===== src/rtl/bat_pkg.sv =====
package bat_pkg;
  localparam int unsigned WORD_W = 32;
  localparam int unsigned PAGE_W = 20;
  localparam int unsigned MID_LO = 17;
  localparam int unsigned MID_W  = 11;

  typedef struct packed {
    logic              match;
    logic [PAGE_W-1:0] page;
    logic              rd;
    logic              wr;
  } bat_res_t;
endpackage


===== src/rtl/bat_regs.sv =====
module bat_regs #(
  parameter int unsigned N_ENT = 4,
  parameter int unsigned IDXW  = 2
) (
  input  logic                   clk_i,
  input  logic                   rst_ni,
  input  logic                   we_i,
  input  logic                   bank_i,
  input  logic [IDXW-1:0]        idx_i,
  input  logic                   lower_i,
  input  logic [31:0]            data_i,
  input  logic                   fetch_i,
  output logic [N_ENT-1:0][31:0] upper_o,
  output logic [N_ENT-1:0][31:0] lower_o
);
  for (genvar s = 0; s < 2; s++) begin : g_bank
    for (genvar e = 0; e < N_ENT; e++) begin : g_ent
      logic [31:0] up_q, lo_q;
      logic sel;
      assign sel = we_i && (bank_i == s[0]) && (idx_i == IDXW'(e));
      always_ff @(posedge clk_i or negedge rst_ni) begin
        if (!rst_ni) begin
          up_q <= '0;
          lo_q <= '0;
        end else if (sel) begin
          if (lower_i) lo_q <= data_i;
          else         up_q <= data_i;
        end
      end
    end
  end

  for (genvar e = 0; e < N_ENT; e++) begin : g_out
    assign upper_o[e] = fetch_i ? g_bank[1].g_ent[e].up_q : g_bank[0].g_ent[e].up_q;
    assign lower_o[e] = fetch_i ? g_bank[1].g_ent[e].lo_q : g_bank[0].g_ent[e].lo_q;
  end
endmodule


===== src/rtl/bat_entry.sv =====
module bat_entry
  import bat_pkg::*;
(
  input  logic [31:0] addr_i,
  input  logic [31:0] upper_i,
  input  logic [31:0] lower_i,
  input  logic        user_i,
  output bat_res_t    res_o
);
  logic [MID_W-1:0] mask, mid;
  logic tag_ok, priv_ok;
  logic unused_bits;

  assign mask    = upper_i[12:2];
  assign mid     = addr_i[MID_LO +: MID_W];
  assign tag_ok  = (addr_i[31:28] == upper_i[31:28]) &&
                   ((mid & ~mask) == upper_i[MID_LO +: MID_W]);
  assign priv_ok = user_i ? upper_i[0] : upper_i[1];

  assign res_o.match = tag_ok && priv_ok;
  assign res_o.page  = {lower_i[31:28], (mid & mask) | lower_i[MID_LO +: MID_W], addr_i[16:12]};
  assign res_o.rd    = lower_i[1] | lower_i[0];
  assign res_o.wr    = lower_i[1];

  assign unused_bits = ^{upper_i[16:13], lower_i[16:2], addr_i[11:0]};
endmodule


===== src/rtl/bat_prio.sv =====
module bat_prio #(
  parameter int unsigned N = 4
) (
  input  logic [N-1:0] req_i,
  output logic [N-1:0] gnt_o
);
  logic taken;
  always_comb begin
    gnt_o = '0;
    taken = 1'b0;
    for (int i = 0; i < N; i++) begin
      if (req_i[i] && !taken) begin
        gnt_o[i] = 1'b1;
        taken    = 1'b1;
      end
    end
  end
endmodule


===== src/rtl/bat_xlate.sv =====
module bat_xlate
  import bat_pkg::*;
#(
  parameter int unsigned N_ENT = 4,
  localparam int unsigned IDXW = (N_ENT > 1) ? $clog2(N_ENT) : 1
) (
  input  logic            clk_i,
  input  logic            rst_ni,
  input  logic            wr_en_i,
  input  logic            wr_bank_i,
  input  logic [IDXW-1:0] wr_idx_i,
  input  logic            wr_lower_i,
  input  logic [31:0]     wr_data_i,
  input  logic            lk_valid_i,
  input  logic [31:0]     lk_addr_i,
  input  logic            lk_fetch_i,
  input  logic            lk_user_i,
  input  logic            lk_write_i,
  output logic            hit_o,
  output logic            miss_o,
  output logic [31:0]     phys_o,
  output logic            rd_ok_o,
  output logic            wr_ok_o,
  output logic            prot_fault_o
);
  logic [N_ENT-1:0][31:0] upper, lower;
  bat_res_t [N_ENT-1:0]   res;
  logic [N_ENT-1:0]       req, gnt;
  logic [PAGE_W-1:0]      page;
  logic                   sel_rd, sel_wr, any;

  bat_regs #(.N_ENT(N_ENT), .IDXW(IDXW)) u_regs (
    .clk_i   (clk_i),
    .rst_ni  (rst_ni),
    .we_i    (wr_en_i),
    .bank_i  (wr_bank_i),
    .idx_i   (wr_idx_i),
    .lower_i (wr_lower_i),
    .data_i  (wr_data_i),
    .fetch_i (lk_fetch_i),
    .upper_o (upper),
    .lower_o (lower)
  );

  for (genvar e = 0; e < N_ENT; e++) begin : g_ent
    bat_entry u_ent (
      .addr_i  (lk_addr_i),
      .upper_i (upper[e]),
      .lower_i (lower[e]),
      .user_i  (lk_user_i),
      .res_o   (res[e])
    );
    assign req[e] = res[e].match;
  end

  bat_prio #(.N(N_ENT)) u_prio (.req_i(req), .gnt_o(gnt));

  // one-hot grant: OR-reduce the granted entry's result
  always_comb begin
    page   = '0;
    sel_rd = 1'b0;
    sel_wr = 1'b0;
    for (int i = 0; i < N_ENT; i++) begin
      page   = page   | ({PAGE_W{gnt[i]}} & res[i].page);
      sel_rd = sel_rd | (gnt[i] & res[i].rd);
      sel_wr = sel_wr | (gnt[i] & res[i].wr);
    end
  end

  assign any          = |req;
  assign hit_o        = lk_valid_i & any;
  assign miss_o       = lk_valid_i & ~any;
  assign phys_o       = hit_o ? {page, 12'h000} : 32'h0;
  assign rd_ok_o      = hit_o & sel_rd;
  assign wr_ok_o      = hit_o & sel_wr;
  assign prot_fault_o = hit_o & (lk_write_i ? ~sel_wr : ~sel_rd);
endmodule


===== config.mk =====
export PLATFORM = sky130hd
export DESIGN_NAME = bat_xlate
export DESIGN_NICKNAME = d
export VERILOG_FILES = /design/src/rtl/bat_pkg.sv /design/src/rtl/bat_regs.sv /design/src/rtl/bat_entry.sv /design/src/rtl/bat_prio.sv /design/src/rtl/bat_xlate.sv
export SDC_FILE = /design/constraint.sdc
export NUM_CORES = 1
export LEC_CHECK = 0
export BUFFER_PORTS_ARGS = -buffer_cell sky130_fd_sc_hd__buf_2
export CAP_MARGIN = 5
export CORE_MARGIN = 2
export CORE_UTILIZATION = 30
export CTS_CLUSTER_DIAMETER = 60
export DETAILED_ROUTE_END_ITERATION = 10
export HOLD_SLACK_MARGIN = 0.03
export MAX_ROUTING_LAYER = met4
export PLACE_DENSITY = 0.43
export SETUP_SLACK_MARGIN = 0.05
export SYNTH_ARGS = -nofsm -noshare
export SYNTH_HDL_FRONTEND = slang
export SYNTH_HIERARCHICAL = 1
export SYNTH_SLANG_ARGS = --single-unit

===== constraint.sdc =====
create_clock -name clk_i -period 4.3 [get_ports clk_i]
set_clock_uncertainty 0.2 [all_clocks]
set_input_delay 0.86 -clock clk_i [delete_from_list [all_inputs] [get_ports clk_i]]
set_output_delay 0.86 -clock clk_i [all_outputs]
set_load 0.05 [all_outputs]

==> summary.md, run 1 <==
| Metric | Value |
|---|---|
| Run status | finished with violations |
| Failing checks | setup timing |
| Fin util | 38.1% |
| Syn Inst Count | 1,352 |
| Antenna violations before repair | 4 |
| Comb power frac | 23.7% |
| First-pass GRT wire length | 81.3 mm |
| Critical Path Fanout Max | 7 |
| CTS tree | yes |
| Placer Congestion | 0.768 |
| Cell mode on critical path | buf_12 |
| Drt first pass iters | 4 |
| Final setup TNS | -10.0 ns |
| Total track usage | a little under a fifth |
| Die outline width | around 250 um |
| Max VDD drop | ~0.26 mV |
| Die height | 250 um |
| Max Freq | 210 MHz |
| PwrDens | 470 nW/um^2 |
| Core ar. | approximately 60,000 um^2 |
| Worst Path Required | 3.24 ns |
| Setup ws final | -0.461 ns |
| CP bufs+invs | 9 |
| Yosys Warn Count | 6 |
| Crit share post-route | 111% |
| Hpwl dp | 34.7 mm |
| Sequential Power Share | 42.1% |
| Clock root buffer | clkbuf_16 |
| Family with the most delay on the worst path | buffers and inverters |
| Syn_area_per_cell | about 13 um^2 |
| Worst slew margin | 26.7% |
| Setup CP Type | input port to output pin |
| Clock tree sinks | 360 |
| TritonCTS Buffers | 46 |
| Area of placed instances | 20,500 um^2 |
| Switching portion of total power | 26.8% |
| Leak pwr | 9.86 nW |
| Port-buffer cells | 83 |
| Startpoint types | input port |
| WP data arrival | 3.70 ns |
| DRC violation count after routing | 0 |
| Place WS | -1.10 ns |
| Routed vias/inst | around 4.7 |
| Post-Route WL | between 50 and 60 mm |
| Final Critical Period | 4.76 ns |
| Post-DR wirelength/cell | 23.4 um |
| Via Count | 10,916 |
| CP peak stage delay | 0.31 ns |
| Max clock buf depth | 3 |
| Fin area | 22,900 um^2 |
| Clk slew on worst S/H paths | 0.05 ns |
| H-tree Lvls | 2 |
| Ports | roughly 110 |
| Die Area | between 60,000 and 70,000 um^2 |
| Cell Area, Synth | between 15,000 and 20,000 um^2 |
| Worst hold-check path type | register to register |
| Final nets | 1,567 |
| Vias in the first global route | 11,975 |
| Int Pwr | a little under 8 mW |
| Layout cells sized above 1 | 65.6% |
| CP max-delay cell | mux2_4 |
| Max_cap viols | 0 |
| Worst-Margin Slew | roughly 1.1 ns |
| Initial Utilization | 30.3% |
| Cell Rows | 90 |
| Pins Over Slew Limit | 0 |
| Global route overflow | 0 |
| Final hold vios | 0 |
| Clock Latency Late Sink | about 0.56 ns |
| DRT iter0 DRCs | 438 |
| # setup viols final | 25 |
| RSZ-0062 raised after global routing | yes |
| Layout overhead on the synthesized area | 25.8% |
| Final total power | 10.8 mW |
| Crit-path cells | clkbuf_16 -> buf_12 -> buf_16 -> buf_12 -> mux2_4 -> nor2b_4 -> xnor2_2 -> nand4_1 -> buf_4 -> nor4_4 -> buf_4 -> nor2b_4 -> buf_12 -> buf_12 -> a22oi_2 -> a21oi_4 -> buf_6 |
| Remaining antenna violation count | 0 |
| Fillers | between 5,000 and 6,000 |
| CP endpoint kind | output pin |
| Net Sw Power | 2.89 mW |
| Clock power share | ~34% |
| Pin count of the biggest net entering global routing | 100 |
==> layout make-up <==
cell class,instances,area [um^2],share of cell area (%)
clock buffer,61,1260,5.50
sequential,360,9010,39.3
antenna,2,5.00,0.0219
clock inverter,12,145,0.634
timing repair buffer,252,2400,10.5
inverter,1,8.76,0.0382
tap,782,978,4.27
multi-input combinational,831,9100,39.7
==> layer usage <==
metal | GRT usage (%) | share of wire (%)
met2 | 28.5 | 47
met1 | 24.4 | 47
met3 | 2.55 | 3.6
met4 | 4.76 | 2.1
met5 | - | 0
==> power by group through the flow <==
stage / logic, mW / registers, mW / clock network, mW
after global routing: 2.77 / 4.65 / 3.95
after detailed placement: 2.40 / 4.59 / 0
final: 2.55 / 4.54 / 3.68
after global placement: 2.37 / 4.57 / 0
after floorplan: 1.79 / 4.47 / 0
after CTS: 2.56 / 4.54 / 3.82
==> cells in the final DEF, fill, tap and decap left out, types with 7 or more instances in the layout <==
| master | instances |
|---|---|
| nand4_1 | 12 |
| mux2_2 | 524 |
| a22oi_2 | 42 |
| buf_6 | 27 |
| clkbuf_1 | 11 |
| conb_1 | 12 |
| a21o_1 | 40 |
| nor2b_2 | 14 |
| nor2b_4 | 14 |
| dfrtp_1 | 360 |
| buf_12 | 30 |
| xnor2_2 | 18 |
| a21oi_4 | 23 |
| nor2b_1 | 17 |
| mux2_4 | 13 |
| xnor2_1 | 32 |
| buf_2 | 56 |
| mux2_1 | 7 |
| clkbuf_16 | 49 |
| buf_4 | 127 |
| xor2_1 | 8 |
==> registers in the layout (all words and copies together), names as in the netlist <==
register and cells:
u_regs/g_bank.g_ent.up_q 224, u_regs/g_bank.g_ent.lo_q 136
==> stage by stage <==
stage,std cells,hold WS [ns]
after global placement,2199,0.271
after CTS,2296,0.291
after detailed placement,2199,0.278
final,2301,0.287
after global routing,2301,0.309
after floorplan,1363,0.260
==> worst paths after layout <==
check | from | slack [ns] | endpoint | depth (start not counted)
min in group asynchronous | rst_ni | 0.58 | u_regs/g_bank[0].g_ent[1].lo_q[29] | 2
worst max register to register | u_regs/g_bank[0].g_ent[3].up_q[6] | 3.31 | u_regs/g_bank[0].g_ent[3].up_q[6] | 1
max in group asynchronous | rst_ni | 2.37 | u_regs/g_bank[1].g_ent[2].up_q[4] | 3
worst min-delay path | u_regs/g_bank[0].g_ent[2].up_q[10] | 0.29 | u_regs/g_bank[0].g_ent[2].up_q[10] | 1
worst min register to register | u_regs/g_bank[0].g_ent[2].up_q[10] | 0.29 | u_regs/g_bank[0].g_ent[2].up_q[10] | 1
worst max-delay path | lk_fetch_i | -0.46 | phys_o[26] | 17
==> repair_timing <==
action | 4_1_cts | 5_1_grt
hold buffers | 1 | 0
gates cloned | 4 | 1
endpoints found under the setup margin | 25 | 25
buffers inserted | 19 | 6
endpoints found under the hold margin | 39 | 0
gates resized for setup | 121 | 33
pin swaps | 18 | 33
(Power assumes the default switching activity.)
==> run 2, diff against run 1 <==
--- a/config.mk
+++ b/config.mk
@@ -5,15 +5,16 @@
 export SDC_FILE = /design/constraint.sdc
 export NUM_CORES = 1
 export LEC_CHECK = 0
-export BUFFER_PORTS_ARGS = -buffer_cell sky130_fd_sc_hd__buf_2
 export CAP_MARGIN = 5
+export CORE_ASPECT_RATIO = 0.8
 export CORE_MARGIN = 2
 export CORE_UTILIZATION = 30
 export CTS_CLUSTER_DIAMETER = 60
 export DETAILED_ROUTE_END_ITERATION = 10
+export DONT_BUFFER_PORTS = 1
 export HOLD_SLACK_MARGIN = 0.03
 export MAX_ROUTING_LAYER = met4
-export PLACE_DENSITY = 0.43
+export PLACE_DENSITY = 0.41
 export SETUP_SLACK_MARGIN = 0.05
 export SYNTH_ARGS = -nofsm -noshare
 export SYNTH_HDL_FRONTEND = slang
==> constraint.sdc (replaced) <==
create_clock -name clk_i -period 4.58 [get_ports clk_i]
set_clock_uncertainty 0.2 [all_clocks]
set_input_delay 0.916 -clock clk_i [delete_from_list [all_inputs] [get_ports clk_i]]
set_output_delay 0.916 -clock clk_i [all_outputs]
set_load 0.05 [all_outputs]
==> summary.md, run 2 (synthesis results as in run 1) <==
| Metric | Value |
|---|---|
| Layout overhead on the synthesized area | 20.4% |
| Remaining antenna violation count | 0 |
| WP data arrival | 3.62 ns |
| PwrDens | about 460 nW/um^2 |
| RSZ-0062 raised after global routing | yes |
| Placer Congestion | 0.709 |
| Hold_ws | -0.141 ns |
| Port-buffer cells | 0 |
| Commonest non-fill, non-tap cell in the layout | mux2_2 |
| Antenna violations before repair | 2 |
| Run status | finished with violations |
| DRT iter0 DRCs | 501 |
| Sequential Power Share | between 40% and 50% |
| Final setup TNS | -1.99 ns |
| Fillers | 5,724 |
| DRC violation count after routing | 0 |
| Int Pwr | ~7.5 mW |
| Via Count | 10,575 |
| Worst slew margin | -11.1% |
| Setup CP Type | input port to output pin |
| Max FFs per register | between 200 and 250 |
| Die height | 224 um |
| H-tree Lvls | 2 |
| Setup ws final | -0.153 ns |
| TritonCTS Buffers | 44 |
| Initial Utilization | approximately 30% |
| Switching portion of total power | 25.5% |
| Die Area | approximately 63,000 um^2 |
| Clock Latency Late Sink | 0.57 ns |
| Hpwl dp | 31.9 mm |
| Core ar. | roughly 60,000 um^2 |
| # setup viols final | 24 |
| Comb power frac | a little over a fifth |
| Final total power | 10.0 mW |
| Total track usage | between 10% and 20% |
| Clock power share | 36.2% |
| Clock tree sinks | 360 |
| Clk slew on worst S/H paths | 0.05 ns |
| Worst Path Required | 3.46 ns |
| Max Freq | about 210 MHz |
| Max_cap viols | 0 |
| Largest regs | u_regs/g_bank.g_ent.up_q (224), u_regs/g_bank.g_ent.lo_q (136) |
| Drt first pass iters | 4 |
| CTS tree | yes |
| Worst hold-check path type | input port to asynchronous set/reset pin |
| Cell Rows | 80 |
| Max clock buf depth | 3 |
| Layout cells sized above 1 | 62.3% |
| Failing checks | hold timing, slew limit, setup timing |
| Clock root buffer | clkbuf_16 |
| Most frequent cells in the layout | 522 x mux2_2, 360 x dfrtp_1, 90 x buf_4, 45 x clkbuf_16, 40 x a21o_1 |
| Ant diodes | 0 |
| Post-Route WL | 53.1 mm |
| Startpoint types | input port |
| Vias in the first global route | 11,437 |
| Reg with most FFs | u_regs/g_bank.g_ent.up_q |
| First-pass GRT wire length | 79.2 mm |
| Final Critical Period | between 4 and 5 ns |
| CP endpoint kind | output pin |
| Critical Path Fanout Max | 180 |
| Die outline width | 279 um |
| Final nets | 1,441 |
| Routed vias/inst | between 4 and 5 |
| Pin count of the biggest net entering global routing | 361 |
| Global route overflow | 0 |
| Post-DR wirelength/cell | 24.4 um |
| Leak pwr | 9.30 nW |
| Crit share post-route | 103% |
| Final hold vios | between 100 and 150 |
| Fin util | about 37% |
| Pins Over Slew Limit | 141 |
| Ports | 112 |
| Max VDD drop | 0.299 mV |
| Worst-Margin Slew | 1.67 ns |
| Net Sw Power | 2.56 mW |
[run 2: cell count changes in the layout (fill, tap and decap cells not counted), sizes merged]
cell / change
diode: -2
clkinv: -2
inv: +2
clkbuf: +1
bufinv: +1
dlygate4sd3: -1
buf: -121
[run 2: routing by layer]
metal	up-vias	routed length (um)	GRT usage (%)
met5	-	0	-
met4	0	972	4.19
met3	61	2200	3.14
met2	146	22700	25.2
met1	5587	27200	26.1
li1	4781	-	-
[run 2: worst paths after layout]
kind / start / endpoint / slack [ns] / cells after the start
worst max-delay path: lk_fetch_i / prot_fault_o / -0.15 / 14
worst min-delay path: rst_ni / u_regs/g_bank[0].g_ent[0].up_q[25] / -0.14 / 0
worst max register to register: u_regs/g_bank[0].g_ent[3].up_q[2] / u_regs/g_bank[0].g_ent[3].up_q[2] / 3.60 / 1
worst min register to register: u_regs/g_bank[0].g_ent[2].up_q[11] / u_regs/g_bank[0].g_ent[2].up_q[11] / 0.29 / 1
max in group asynchronous: rst_ni / u_regs/g_bank[1].g_ent[1].up_q[3] / 3.00 / 0
min in group clk_i: wr_data_i[6] / u_regs/g_bank[0].g_ent[1].up_q[6] / 0.28 / 1
[run 2: worst max-delay path: stages]
cell     delay (ns)
mux2_4         0.45
nor2b_4        0.13
xnor2_2        0.13
nand4_1        0.14
buf_6          0.16
nor4_4         0.29
buf_6          0.18
nor3b_4        0.05
buf_6          0.12
buf_12         0.12
a22oi_2        0.24
nand3_2        0.14
a21oi_4        0.17
buf_12         0.15
[run 2: metrics by stage]
stage	area [um^2]	setup slack (ns)	cells
after detailed placement	19800	-0.470	2087
after floorplan	18500	0.0751	1363
final	21900	-0.153	2176
after global routing	21900	-0.218	2176
after CTS	21800	0.0164	2175
after global placement	19800	-0.470	2087
[run 2: what timing repair did]
item | in CTS | in global routing
gates resized for setup | 87 | 23
setup buffers | 12 | 2
gates cloned | 1 | 0
pin swaps | 25 | 16
endpoints found under the setup margin | 24 | 24
hold endpoints to repair | 360 | 360
[run 2: power groups by stage]
| stage | clock (mW) | sequential, mW | combinational, mW |
|---|---|---|---|
| floorplan | 0 | 4.20 | 1.66 |
| global placement | 0 | 4.27 | 1.97 |
| detailed placement | 0 | 4.30 | 1.99 |
| CTS | 3.76 | 4.25 | 2.14 |
| global route | 3.90 | 4.35 | 2.31 |
| finish | 3.63 | 4.25 | 2.14 |
[run 2: final cells by class]
class                   count  area (um^2)  share of cell area (%)
clock inverters            13          186                   0.851
inverters                   1         3.75                  0.0171
flip-flops and latches    360         9010                    41.1
clock buffers              64         1310                    5.97
repair buffers            128         1370                    6.24
multi-input cells         831         9070                    41.4
well taps                 779          975                    4.45
